### src/rtl/cdx_pkg.sv
package cdx_pkg;
    localparam int BYTE_W    = 8;
    localparam int ADDR_W    = 7;
    localparam int PAT_W     = 6;
    localparam int CELLS     = 80;
    localparam int LEN_TWO   = 40;
    localparam int LEN_ONE   = 80;

    localparam logic [ADDR_W-1:0] ROW0_END   = 7'h27;
    localparam logic [ADDR_W-1:0] ROW1_START = 7'h40;
    localparam logic [ADDR_W-1:0] ROW1_END   = 7'h67;
    localparam logic [ADDR_W-1:0] FLAT_END   = 7'h4F;
    localparam logic [BYTE_W-1:0] BLANK      = 8'h20;

    typedef enum logic [3:0] {
        OP_NOP, OP_CLEAR, OP_HOME, OP_ENTRY, OP_PANEL,
        OP_MOVE, OP_FUNC, OP_SET_PAT, OP_SET_DISP, OP_DATA
    } op_e;

    typedef enum logic [1:0] {ST_IDLE, ST_FILL, ST_WAIT} state_e;

    typedef struct packed {
        logic disp;
        logic cur;
        logic blink;
        logic two;
        logic tall;
        logic bus8;
        logic inc;
        logic shift;
    } modes_t;

    localparam modes_t MODES_BOOT = '{disp: 1'b0, cur: 1'b0, blink: 1'b0, two: 1'b0,
                                      tall: 1'b0, bus8: 1'b1, inc: 1'b1, shift: 1'b0};
endpackage

### src/rtl/cdx_decode.sv
module cdx_decode import cdx_pkg::*; (
    input  logic              is_data,
    input  logic [BYTE_W-1:0] code,
    output op_e               op
);
    always_comb begin
        if (is_data)       op = OP_DATA;
        else if (code[7])  op = OP_SET_DISP;
        else if (code[6])  op = OP_SET_PAT;
        else if (code[5])  op = OP_FUNC;
        else if (code[4])  op = OP_MOVE;
        else if (code[3])  op = OP_PANEL;
        else if (code[2])  op = OP_ENTRY;
        else if (code[1])  op = OP_HOME;
        else if (code[0])  op = OP_CLEAR;
        else               op = OP_NOP;
    end
endmodule

### src/rtl/cdx_addr_step.sv
module cdx_addr_step import cdx_pkg::*; (
    input  logic [ADDR_W-1:0] addr,
    input  logic              up,
    input  logic              two_line,
    input  logic              pat,
    output logic [ADDR_W-1:0] next
);
    logic [PAT_W-1:0] pat_next;

    always_comb begin
        pat_next = up ? addr[PAT_W-1:0] + 1'b1 : addr[PAT_W-1:0] - 1'b1;
        if (pat) begin
            next = {{(ADDR_W-PAT_W){1'b0}}, pat_next};
        end else if (two_line) begin
            if (up) begin
                if (addr == ROW0_END)       next = ROW1_START;
                else if (addr == ROW1_END)  next = '0;
                else                        next = addr + 1'b1;
            end else begin
                if (addr == ROW1_START)     next = ROW0_END;
                else if (addr == '0)        next = ROW1_END;
                else                        next = addr - 1'b1;
            end
        end else begin
            if (up) next = (addr == FLAT_END) ? '0 : addr + 1'b1;
            else    next = (addr == '0) ? FLAT_END : addr - 1'b1;
        end
    end
endmodule

### src/rtl/cdx_ofs_step.sv
module cdx_ofs_step import cdx_pkg::*; (
    input  logic [ADDR_W-1:0] ofs,
    input  logic              left,
    input  logic              two_line,
    output logic [ADDR_W-1:0] next
);
    localparam logic [ADDR_W-1:0] TOP_TWO = ADDR_W'(LEN_TWO - 1);
    localparam logic [ADDR_W-1:0] TOP_ONE = ADDR_W'(LEN_ONE - 1);

    logic [ADDR_W-1:0] top;

    always_comb begin
        top = two_line ? TOP_TWO : TOP_ONE;
        if (left) next = (ofs >= top) ? '0 : ofs + 1'b1;
        else      next = (ofs == '0) ? top : ofs - 1'b1;
    end
endmodule

### src/rtl/chr_disp_exec.sv
module chr_disp_exec import cdx_pkg::*; #(
    parameter int BUSY_SHORT = 4,
    parameter int BUSY_LONG  = 40,
    parameter int INIT_WAIT  = 200
) (
    input  logic              clk,
    input  logic              rst_n,
    input  logic              cmd_valid,
    input  logic              cmd_is_data,
    input  logic [BYTE_W-1:0] cmd_byte,
    output logic              busy,
    output logic              ram_we,
    output logic              ram_pat_sel,
    output logic [ADDR_W-1:0] ram_addr,
    output logic [BYTE_W-1:0] ram_wdata,
    output logic [ADDR_W-1:0] cursor_addr,
    output logic              ac_pat_sel,
    output logic [ADDR_W-1:0] shift_ofs,
    output logic              disp_on,
    output logic              cursor_on,
    output logic              blink_on,
    output logic              two_line,
    output logic              tall_font,
    output logic              bus_8bit,
    output logic              entry_inc,
    output logic              entry_shift
);
    localparam int CNT_A   = (CELLS > BUSY_LONG) ? CELLS : BUSY_LONG;
    localparam int CNT_B   = (INIT_WAIT > BUSY_SHORT) ? INIT_WAIT : BUSY_SHORT;
    localparam int CNT_TOP = (CNT_A > CNT_B) ? CNT_A : CNT_B;
    localparam int CNT_W   = $clog2(CNT_TOP + 1);

    localparam logic [CNT_W-1:0] FILL_LAST  = CNT_W'(CELLS - 1);
    localparam logic [CNT_W-1:0] HOLD_SHORT = CNT_W'(BUSY_SHORT - 1);
    localparam logic [CNT_W-1:0] HOLD_LONG  = CNT_W'(BUSY_LONG - 1);
    localparam logic [CNT_W-1:0] HOLD_BOOT  = CNT_W'(INIT_WAIT - 1);

    typedef struct packed {
        state_e            st;
        logic              boot;
        logic [CNT_W-1:0]  cnt;
        logic [ADDR_W-1:0] fill_ptr;
        logic [ADDR_W-1:0] ac;
        logic              pat_sel;
        logic [ADDR_W-1:0] ofs;
        modes_t            m;
        logic              we;
        logic              wpat;
        logic [ADDR_W-1:0] waddr;
        logic [BYTE_W-1:0] wdata;
    } core_t;

    core_t r_q, r_d;

    op_e               op;
    logic              accept;
    logic              ac_up;
    logic              ofs_left;
    logic [ADDR_W-1:0] ac_next;
    logic [ADDR_W-1:0] ofs_next;
    logic [ADDR_W-1:0] fill_next;

    cdx_decode u_decode (
        .is_data (cmd_is_data),
        .code    (cmd_byte),
        .op      (op)
    );

    cdx_addr_step u_ac_step (
        .addr     (r_q.ac),
        .up       (ac_up),
        .two_line (r_q.m.two),
        .pat      (r_q.pat_sel),
        .next     (ac_next)
    );

    cdx_addr_step u_fill_step (
        .addr     (r_q.fill_ptr),
        .up       (1'b1),
        .two_line (r_q.m.two),
        .pat      (1'b0),
        .next     (fill_next)
    );

    cdx_ofs_step u_ofs_step (
        .ofs      (r_q.ofs),
        .left     (ofs_left),
        .two_line (r_q.m.two),
        .next     (ofs_next)
    );

    always_comb begin
        r_d      = r_q;
        r_d.we   = 1'b0;
        accept   = cmd_valid && (r_q.st == ST_IDLE);
        ac_up    = (op == OP_MOVE) ? cmd_byte[2] : r_q.m.inc;
        ofs_left = (op == OP_MOVE) ? !cmd_byte[2] : r_q.m.inc;

        unique case (r_q.st)
            ST_FILL: begin
                r_d.we       = 1'b1;
                r_d.wpat     = 1'b0;
                r_d.waddr    = r_q.fill_ptr;
                r_d.wdata    = BLANK;
                r_d.fill_ptr = fill_next;
                r_d.cnt      = r_q.cnt + 1'b1;
                if (r_q.cnt == FILL_LAST) begin
                    r_d.st   = ST_WAIT;
                    r_d.cnt  = r_q.boot ? HOLD_BOOT : HOLD_LONG;
                    r_d.boot = 1'b0;
                end
            end
            ST_WAIT: begin
                if (r_q.cnt == '0) r_d.st  = ST_IDLE;
                else               r_d.cnt = r_q.cnt - 1'b1;
            end
            default: begin
                if (accept) begin
                    r_d.st  = ST_WAIT;
                    r_d.cnt = HOLD_SHORT;
                    unique case (op)
                        OP_DATA: begin
                            r_d.we    = 1'b1;
                            r_d.wpat  = r_q.pat_sel;
                            r_d.waddr = r_q.pat_sel
                                      ? {{(ADDR_W-PAT_W){1'b0}}, r_q.ac[PAT_W-1:0]}
                                      : r_q.ac;
                            r_d.wdata = cmd_byte;
                            r_d.ac    = ac_next;
                            if (!r_q.pat_sel && r_q.m.shift) r_d.ofs = ofs_next;
                        end
                        OP_SET_DISP: begin
                            r_d.ac      = cmd_byte[ADDR_W-1:0];
                            r_d.pat_sel = 1'b0;
                        end
                        OP_SET_PAT: begin
                            r_d.ac      = {{(ADDR_W-PAT_W){1'b0}}, cmd_byte[PAT_W-1:0]};
                            r_d.pat_sel = 1'b1;
                        end
                        OP_FUNC: begin
                            r_d.m.bus8 = cmd_byte[4];
                            r_d.m.two  = cmd_byte[3];
                            r_d.m.tall = cmd_byte[2];
                            r_d.ofs    = '0;
                        end
                        OP_MOVE: begin
                            if (cmd_byte[3]) r_d.ofs = ofs_next;
                            else             r_d.ac  = ac_next;
                        end
                        OP_PANEL: begin
                            r_d.m.disp  = cmd_byte[2];
                            r_d.m.cur   = cmd_byte[1];
                            r_d.m.blink = cmd_byte[0];
                        end
                        OP_ENTRY: begin
                            r_d.m.inc   = cmd_byte[1];
                            r_d.m.shift = cmd_byte[0];
                        end
                        OP_HOME: begin
                            r_d.ac      = '0;
                            r_d.ofs     = '0;
                            r_d.pat_sel = 1'b0;
                            r_d.cnt     = HOLD_LONG;
                        end
                        OP_CLEAR: begin
                            r_d.st       = ST_FILL;
                            r_d.cnt      = '0;
                            r_d.fill_ptr = '0;
                            r_d.ac       = '0;
                            r_d.ofs      = '0;
                            r_d.pat_sel  = 1'b0;
                            r_d.m.inc    = 1'b1;
                        end
                        default: ;
                    endcase
                end
            end
        endcase
    end

    always_ff @(posedge clk or negedge rst_n) begin
        if (!rst_n) begin
            r_q.st       <= ST_FILL;
            r_q.boot     <= 1'b1;
            r_q.cnt      <= '0;
            r_q.fill_ptr <= '0;
            r_q.ac       <= '0;
            r_q.pat_sel  <= 1'b0;
            r_q.ofs      <= '0;
            r_q.m        <= MODES_BOOT;
            r_q.we       <= 1'b0;
            r_q.wpat     <= 1'b0;
            r_q.waddr    <= '0;
            r_q.wdata    <= '0;
        end else begin
            r_q <= r_d;
        end
    end

    assign busy        = (r_q.st != ST_IDLE);
    assign ram_we      = r_q.we;
    assign ram_pat_sel = r_q.wpat;
    assign ram_addr    = r_q.waddr;
    assign ram_wdata   = r_q.wdata;
    assign cursor_addr = r_q.ac;
    assign ac_pat_sel  = r_q.pat_sel;
    assign shift_ofs   = r_q.ofs;
    assign disp_on     = r_q.m.disp;
    assign cursor_on   = r_q.m.cur;
    assign blink_on    = r_q.m.blink;
    assign two_line    = r_q.m.two;
    assign tall_font   = r_q.m.tall;
    assign bus_8bit    = r_q.m.bus8;
    assign entry_inc   = r_q.m.inc;
    assign entry_shift = r_q.m.shift;
endmodule

### config.mk
export PLATFORM = sky130hd
export DESIGN_NAME = chr_disp_exec
export DESIGN_NICKNAME = d
export VERILOG_FILES = /design/src/rtl/cdx_pkg.sv /design/src/rtl/cdx_decode.sv /design/src/rtl/cdx_addr_step.sv /design/src/rtl/cdx_ofs_step.sv /design/src/rtl/chr_disp_exec.sv
export SDC_FILE = /design/constraint.sdc
export NUM_CORES = 1
export LEC_CHECK = 0
export BUFFER_PORTS_ARGS = -buffer_cell sky130_fd_sc_hd__buf_4
export CAP_MARGIN = 0
export CORE_ASPECT_RATIO = 0.8
export CORE_MARGIN = 2
export CORE_UTILIZATION = 50
export DETAILED_ROUTE_END_ITERATION = 7
export GPL_TIMING_DRIVEN = 0
export PLACE_DENSITY = 0.73
export SLEW_MARGIN = 20
export SYNTH_ARGS = -nofsm -noshare
export SYNTH_HDL_FRONTEND = slang
export SYNTH_SLANG_ARGS = --single-unit
### constraint.sdc
create_clock -name clk -period 2.17 [get_ports clk]
set_input_delay 0.3255 -clock clk [delete_from_list [all_inputs] [get_ports clk]]
set_output_delay 0.3255 -clock clk [all_outputs]
set_load 0.03 [all_outputs]
* After elaboration in Yosys (flattened, before gate mapping)
Index checks and enable logic that the tools add are counted.
** Storage, ports and cells
- Bits of input ports :: 12
- Output and inout port bits :: 41
- Word-level logic and storage cells :: 144
- Bits in registers :: 58
** Operators by class
- Mux-type cells :: 55
- Eq/ne operators :: 25
- Order comparisons :: 1
- Bitwise operators :: 2
- Reduce and logical (&&, ||, !) cells :: 33
- $add $sub $neg :: 9
** Operators by type and width (number)
- $mux 7 :: 23
- $mux 55 :: 1
- $eq 7x7->1 const B :: 5
- $pmux 7 s5 :: 1
- $pmux 17 s2 :: 1
- $mux 4 :: 8
- $reduce_and 3->1 :: 8
- $add 7x1->7 const B :: 3
- $pmux 7 s3 :: 1
- $mux 17 :: 1
- $eq 4x3->1 const B :: 4
- $mux 8 :: 2
- $pmux 8 s2 :: 1
- $eq 7x6->1 const B :: 2
- $logic_not 7->1 :: 2
- $pmux 7 s2 :: 1
- $sub 7x1->7 const B :: 2
- $ne 2x2->1 const B :: 6
- $pmux 6 s2 :: 1
- $reduce_bool 2->1 :: 6
- $mux 11 :: 1
- $add 8x1->8 const B :: 1
- $eq 4x2->1 const B :: 2
- $eq 4x4->1 const B :: 2
- 26 further kinds :: 40

* Logic depth before layout (Yosys ltp)
- Word-level depth :: 18
- Mapped depth :: 13
- Depth with buffers taken out :: 11

* Modules after synthesis
Synthesis repeated with hierarchy kept, for this count alone.
** Second synthesis, totals
- Cell total of the unflattened synthesis :: 629
- Area total of the unflattened synthesis :: 5292.6 um2
** Modules (own cells, without submodules)
- chr_disp_exec :: seq. area each 1456.4 um2, times used 1, cells each 371, area an instance 3453.3 um2
- cdx_addr_step (u_ac_step) :: seq. area each 0.0 um2, times used 1, cells each 92, area an instance 685.7 um2
- cdx_addr_step (u_fill_step) :: seq. area each 0.0 um2, times used 1, cells each 87, area an instance 601.8 um2
- cdx_ofs_step :: seq. area each 0.0 um2, times used 1, cells each 67, area an instance 475.5 um2
- cdx_decode :: seq. area each 0.0 um2, times used 1, cells each 12, area an instance 76.3 um2

* Worst setup path before layout
OpenSTA, ideal clock, no wires.
- Kind :: reg-to-reg
- From :: register r_q (netlist bit two_line)
- To :: register shift_ofs[6] (netlist name)
- Clock period less this slack :: 2595 ps
- Path slack :: -425 ps
- Stages on the path, launching flop included :: 10
- Path buffers :: 1
- Data required time :: 2104 ps
- Arrival time :: 2529 ps
- Library setup time :: 66 ps
- Path through :: dfrtp_1 clkbuf_1 clkinv_1 ha_1 o21a_1 o21ai_0 o211ai_1 a21o_1 a2111oi_2 a221o_1
** On the way
- Longest elaborated chain between the ends :: 6
- Elaborated cells between the ends (all ways) :: 8
- Classes of those cells :: order compare: 1; mux: 7
** Ends and longest elaborated chain
- start: declaration :: RTL line chr_disp_exec.sv:53 : core_t r_q, r_d;
- start signal: assignment :: RTL line chr_disp_exec.sv:196 : r_q <= r_d;
- $mux 7 * :: RTL line cdx_ofs_step.sv:13 : top = two_line ? TOP_TWO : TOP_ONE;
- $ge 7x7->1 :: RTL line cdx_ofs_step.sv:14 : if (left) next = (ofs >= top) ? '0 : ofs + 1'b1;
- $mux 7 :: RTL line cdx_ofs_step.sv:14
- $mux 7 * :: RTL line cdx_ofs_step.sv:14
- $mux 7, on equally long branches :: RTL line chr_disp_exec.sv:147, chr_disp_exec.sv:130
- $pmux 7 s3 * :: RTL line chr_disp_exec.sv:121 : unique case (op)
Mark *: on every way between the ends. The rest lies on a longest branch, timed or not. The select of a mux whose other input is x is not followed.
A chain may end at the register's enable or synchronous reset.

* Worst setup path in the final report
- From :: input port cmd_is_data
- To :: register r_q (netlist bit cursor_addr[2])
** On the way
- Longest elaborated chain between the ends :: 8
- Elaborated cells between the ends (all ways) :: 19
- Classes of those cells :: eq/ne: 7; mux: 9; reduce/logical: 3
** Ends and longest elaborated chain
- start: declaration :: RTL line chr_disp_exec.sv:9 : input logic cmd_is_data,
- $mux 4 * :: RTL line cdx_decode.sv:7 : if (is_data) op = OP_DATA;
- $eq 4x3->1 :: RTL line chr_disp_exec.sv:96, chr_disp_exec.sv:121
- $mux 1 :: RTL line chr_disp_exec.sv:96 : ac_up = (op == OP_MOVE) ? cmd_byte[2] : r_q.m.inc;
- $mux 7, on equally long branches :: RTL line cdx_addr_step.sv:25, cdx_addr_step.sv:15
- $mux 7 :: RTL line cdx_addr_step.sv:14 : end else if (two_line) begin
- $mux 7 :: RTL line cdx_addr_step.sv:12 : if (pat) begin
- $mux 7 :: RTL line chr_disp_exec.sv:147 : if (cmd_byte[3]) r_d.ofs = ofs_next;
- $pmux 7 s5 :: RTL line chr_disp_exec.sv:121
Marks and branches as above.

==> flow_metrics.py <==
metrics = {
    "status": {
        "outcome": "complete, but fails checks",
        "violations": "design-rule violations, negative setup slack",
    },
    "critical_path": {
        "required_ns": 2.39,
        "path_max_fanout": 7,
        "max_stage_delay_ns": 0.50,
        "reg2reg_to": "shift_ofs[2]",
        "cp-end-kind": "flop",
        "worst_setup_path_start_kind": "input port",
        "cpMostUsedCell": "nor2_4",
        "path_cells": "buf_8 > nor4_4 > buf_4 > a21boi_4 > nor2_4 > xnor2_2 > ha_2 > nor2_4 > mux4_2 > a22oi_2 > o2bb2ai_1",
        "critPathTopFamily": "simple AND/OR/NAND/NOR gates",
        "r2r_start": "two_line",
        "critical_path_buf_inv_count": 2,
        "slowest_stage": "mux4_2",
        "ff2ff_setup_slack_ns": -0.02,
        "cp.arrival_ns": 2.43,
        "rr_worst_depth": 9,
        "path_class": "input port to flop",
    },
    "global_route": {
        "grt_overflow": 0,
        "antenna_found_initial": 0,
        "grt_pass1_wl_um": 22300,
        "grt.total_usage_pct": 27.3,
        "grt_pass1_vias": 4385,
        "grt_max_degree": 59,
    },
    "pwr": {
        "pwr-share-comb_pct": 57.7,
        "internal_power_mw": 4.30,
        "pwr-share-seq_pct": 22.8,
        "swShare_pct": 44.5,
        "clkPwrFrac_pct": 19.5,
        "power.leakage_nw": 2.61,
        "ir_drop_uv": 831,
        "p_sw_mw": 3.44,
        "power.density_nw_per_um2": 1280,
    },
    "floorplan": {
        "die_y_um": 89.8,
        "core-area_um2": 9000,
        "start_util_pct": 51.1,
        "io-pin-count": 53,
        "std_cell_rows": 31,
        "die-area_um2": 9990,
        "chipWidth_um": 111,
    },
    "logic_synthesis": {
        "avgSynthCellArea_um2": 7.99,
        "synth_edf_count": 0,
        "synth_nets": 603,
        "synth_top_flop_cell": "dfrtp_1",
        "synth.most_common_cell": "nand2_1",
        "synthTopCellsByCount": "nand2_1 (64), nor2_1 (55), dfrtp_1 (54)",
        "syn_area_um2": 4600,
        "ys_seq_area_share_pct": 31.7,
        "synthTopCellsByArea": "dfrtp_1 (29%), nand2_1 (5.2%), buf_4 (5.1%)",
        "synth.top_cell.area_share_pct": 29.4,
        "yosys_warnings": 0,
        "synth_cell_type_count": 74,
        "yosysTopAreaCell": "dfrtp_1",
        "async_flop_share_pct": 100,
        "syn_inst": 576,
        "synth_seq_cells": 58,
    },
    "clock_network": {
        "clockBufferDepth": 2,
        "cts_root_buf": "clkbuf_16",
        "htreeDepth": 3,
        "clock-sinks": 58,
        "ctsHoldBuffers": 0,
        "tritoncts": "yes",
        "cts_buffers": 9,
        "clock_latency_ns": 0.33,
        "clkSlewWorstSetupHoldPaths_ns": 0.05,
    },
    "drt": {
        "antenna_left": 0,
        "drt_wl_total_um": 14500,
        "vias": 4902,
        "drc": 1,
        "viasPerCell": 6.24,
        "drtIter0Drc": 473,
        "first_pass_iters": 8,
        "wl_per_cell_um": 18.4,
    },
    "placed_design": {
        "place.detailed.hpwl_um": 9460,
        "dp_slack_ns": -0.384,
        "portBuffers": 50,
        "placedInstanceArea_um2": 5190,
        "place_congestion": 0.947,
    },
    "sta": {
        "fin_crit_ns": 2.22,
        "rsz0062_at_grt": "yes",
        "finalSetupTns_ns": -0.101,
        "max_slew.worst_pin.slew_ns": 0.748,
        "setup_viol": 4,
        "post-route-period-util_pct": 102,
        "drv_slew": 0,
        "max_freq_mhz": 451,
        "timing.final.hold_violations": 0,
        "max_slew_margin_pct": 50.2,
        "timing.final.ws_setup_ns": -0.0463,
        "fin_skew_ns": 0.00538,
    },
    "layout": {
        "fin_util_pct": 67.1,
        "nets": 692,
        "syn_to_final_growth_pct": 31.3,
        "diodes": 0,
        "final_area_um2": 6040,
        "drive_gt1_share_pct": 33.1,
    },
    "worst_hold_path": {
        "hold_path.class": "input port to asynchronous set/reset pin",
    },
    "job": {
        "maxCapViolCount": 0,
    },
}
per-layer routing:
layer / up-vias / GRT usage (%) / wire [um]
li1: 2262 / - / -
met1: 2372 / 38.3 / 6290
met2: 220 / 42.7 / 6600
met3: 48 / 5.87 / 1190
met4: 0 / 8.23 / 377
met5: - / 0 / 0
repair_timing:
item | CTS | global route
resized for setup | 24 | 64
pin swaps | 8 | 22
endpoints found under the setup margin | 37 | 44
buffers inserted | 14 | 20
state kept, by name, summed over array words and instances (netlist names):
register     flops
ac_pat_sel       1
blink_on         1
bus_8bit         1
cursor_addr      7
cursor_on        1
disp_on          1
entry_inc        1
entry_shift      1
r_q             18
ram_addr         7
ram_pat_sel      1
ram_wdata        8
ram_we           1
shift_ofs        7
tall_font        1
two_line         1
layout by cell type, fill, tap and decap left out, types with 6 or more instances in the layout:
cell type / n
o31ai_1: 9
nand2_1: 63
o21ai_0: 33
mux2_2: 9
buf_4: 111
o211ai_1: 8
a31oi_1: 8
dfrtp_1: 49
a21oi_1: 19
a21o_1: 7
nor2_1: 50
a221oi_1: 6
clkbuf_16: 10
nor3_1: 15
a211oi_1: 7
ha_1: 9
clkbuf_2: 8
clkbuf_1: 14
nand3_1: 34
inv_1: 20
xnor2_1: 8
per-stage QoR:
stage / cells / total power [mW] / hold WS (ns)
after floorplan: 576 / 4.49 / 0.0299
after global placement: 741 / 5.46 / 0.446
after detailed placement: 741 / 5.56 / 0.447
after CTS: 770 / 7.27 / 0.0970
after global routing: 785 / 8.17 / 0.139
final: 785 / 7.74 / 0.0708
layout make-up:
type,instances,area (um^2)
timing repair buffer,84,652
tap,115,144
inverter,23,98.8
multi-input combinational,428,2960
buffer,61,409
clock buffer,13,270
clock inverter,3,46.3
fill,731,2960
sequential,58,1460
cell families (layout without fill, tap and decap cells):
family / count (synthesis) / in the layout / share of synthesized area, %
simple gates: 225 / 225 / 23.8
compound gates: 164 / 164 / 25.0
buf+inv: 90 / 184 / 9.98
flops: 58 / 58 / 31.7
fa+ha+maj: 15 / 15 / 4.08
mux: 14 / 14 / 3.56
xor+xnor: 10 / 10 / 1.90
power by group through the flow:
stage	Combinational (mW)	Clock (mW)	Sequential, mW
final	4.47	1.51	1.76
after global routing	4.81	1.56	1.80
after CTS	4.06	1.52	1.68
after detailed placement	3.81	0	1.75
after global placement	3.71	0	1.74
after floorplan	2.77	0	1.72
worst register-to-register path: stages, from the launching register on:
cell,delay (ns)
dfrtp_2,0.42
clkbuf_16,0.17
clkinv_8,0.09
ha_4,0.20
o21a_1,0.11
o21ai_2,0.13
o211ai_1,0.21
or3_1,0.43
a31oi_1,0.23
o22a_1,0.15
how the worst max path moves through the flow:
stage,startpoint,depth (start not counted),endpoint
after floorplan,cmd_byte[5],11,cursor_addr[2]
after global placement,cmd_byte[4],10,cursor_addr[2]
after detailed placement,cmd_byte[4],10,cursor_addr[2]
after CTS,shift_ofs[0],9,shift_ofs[3]
after global routing,cmd_is_data,11,cursor_addr[2]
final,cmd_is_data,11,cursor_addr[2]
No activity file was read; power rests on OpenSTA's default activity.
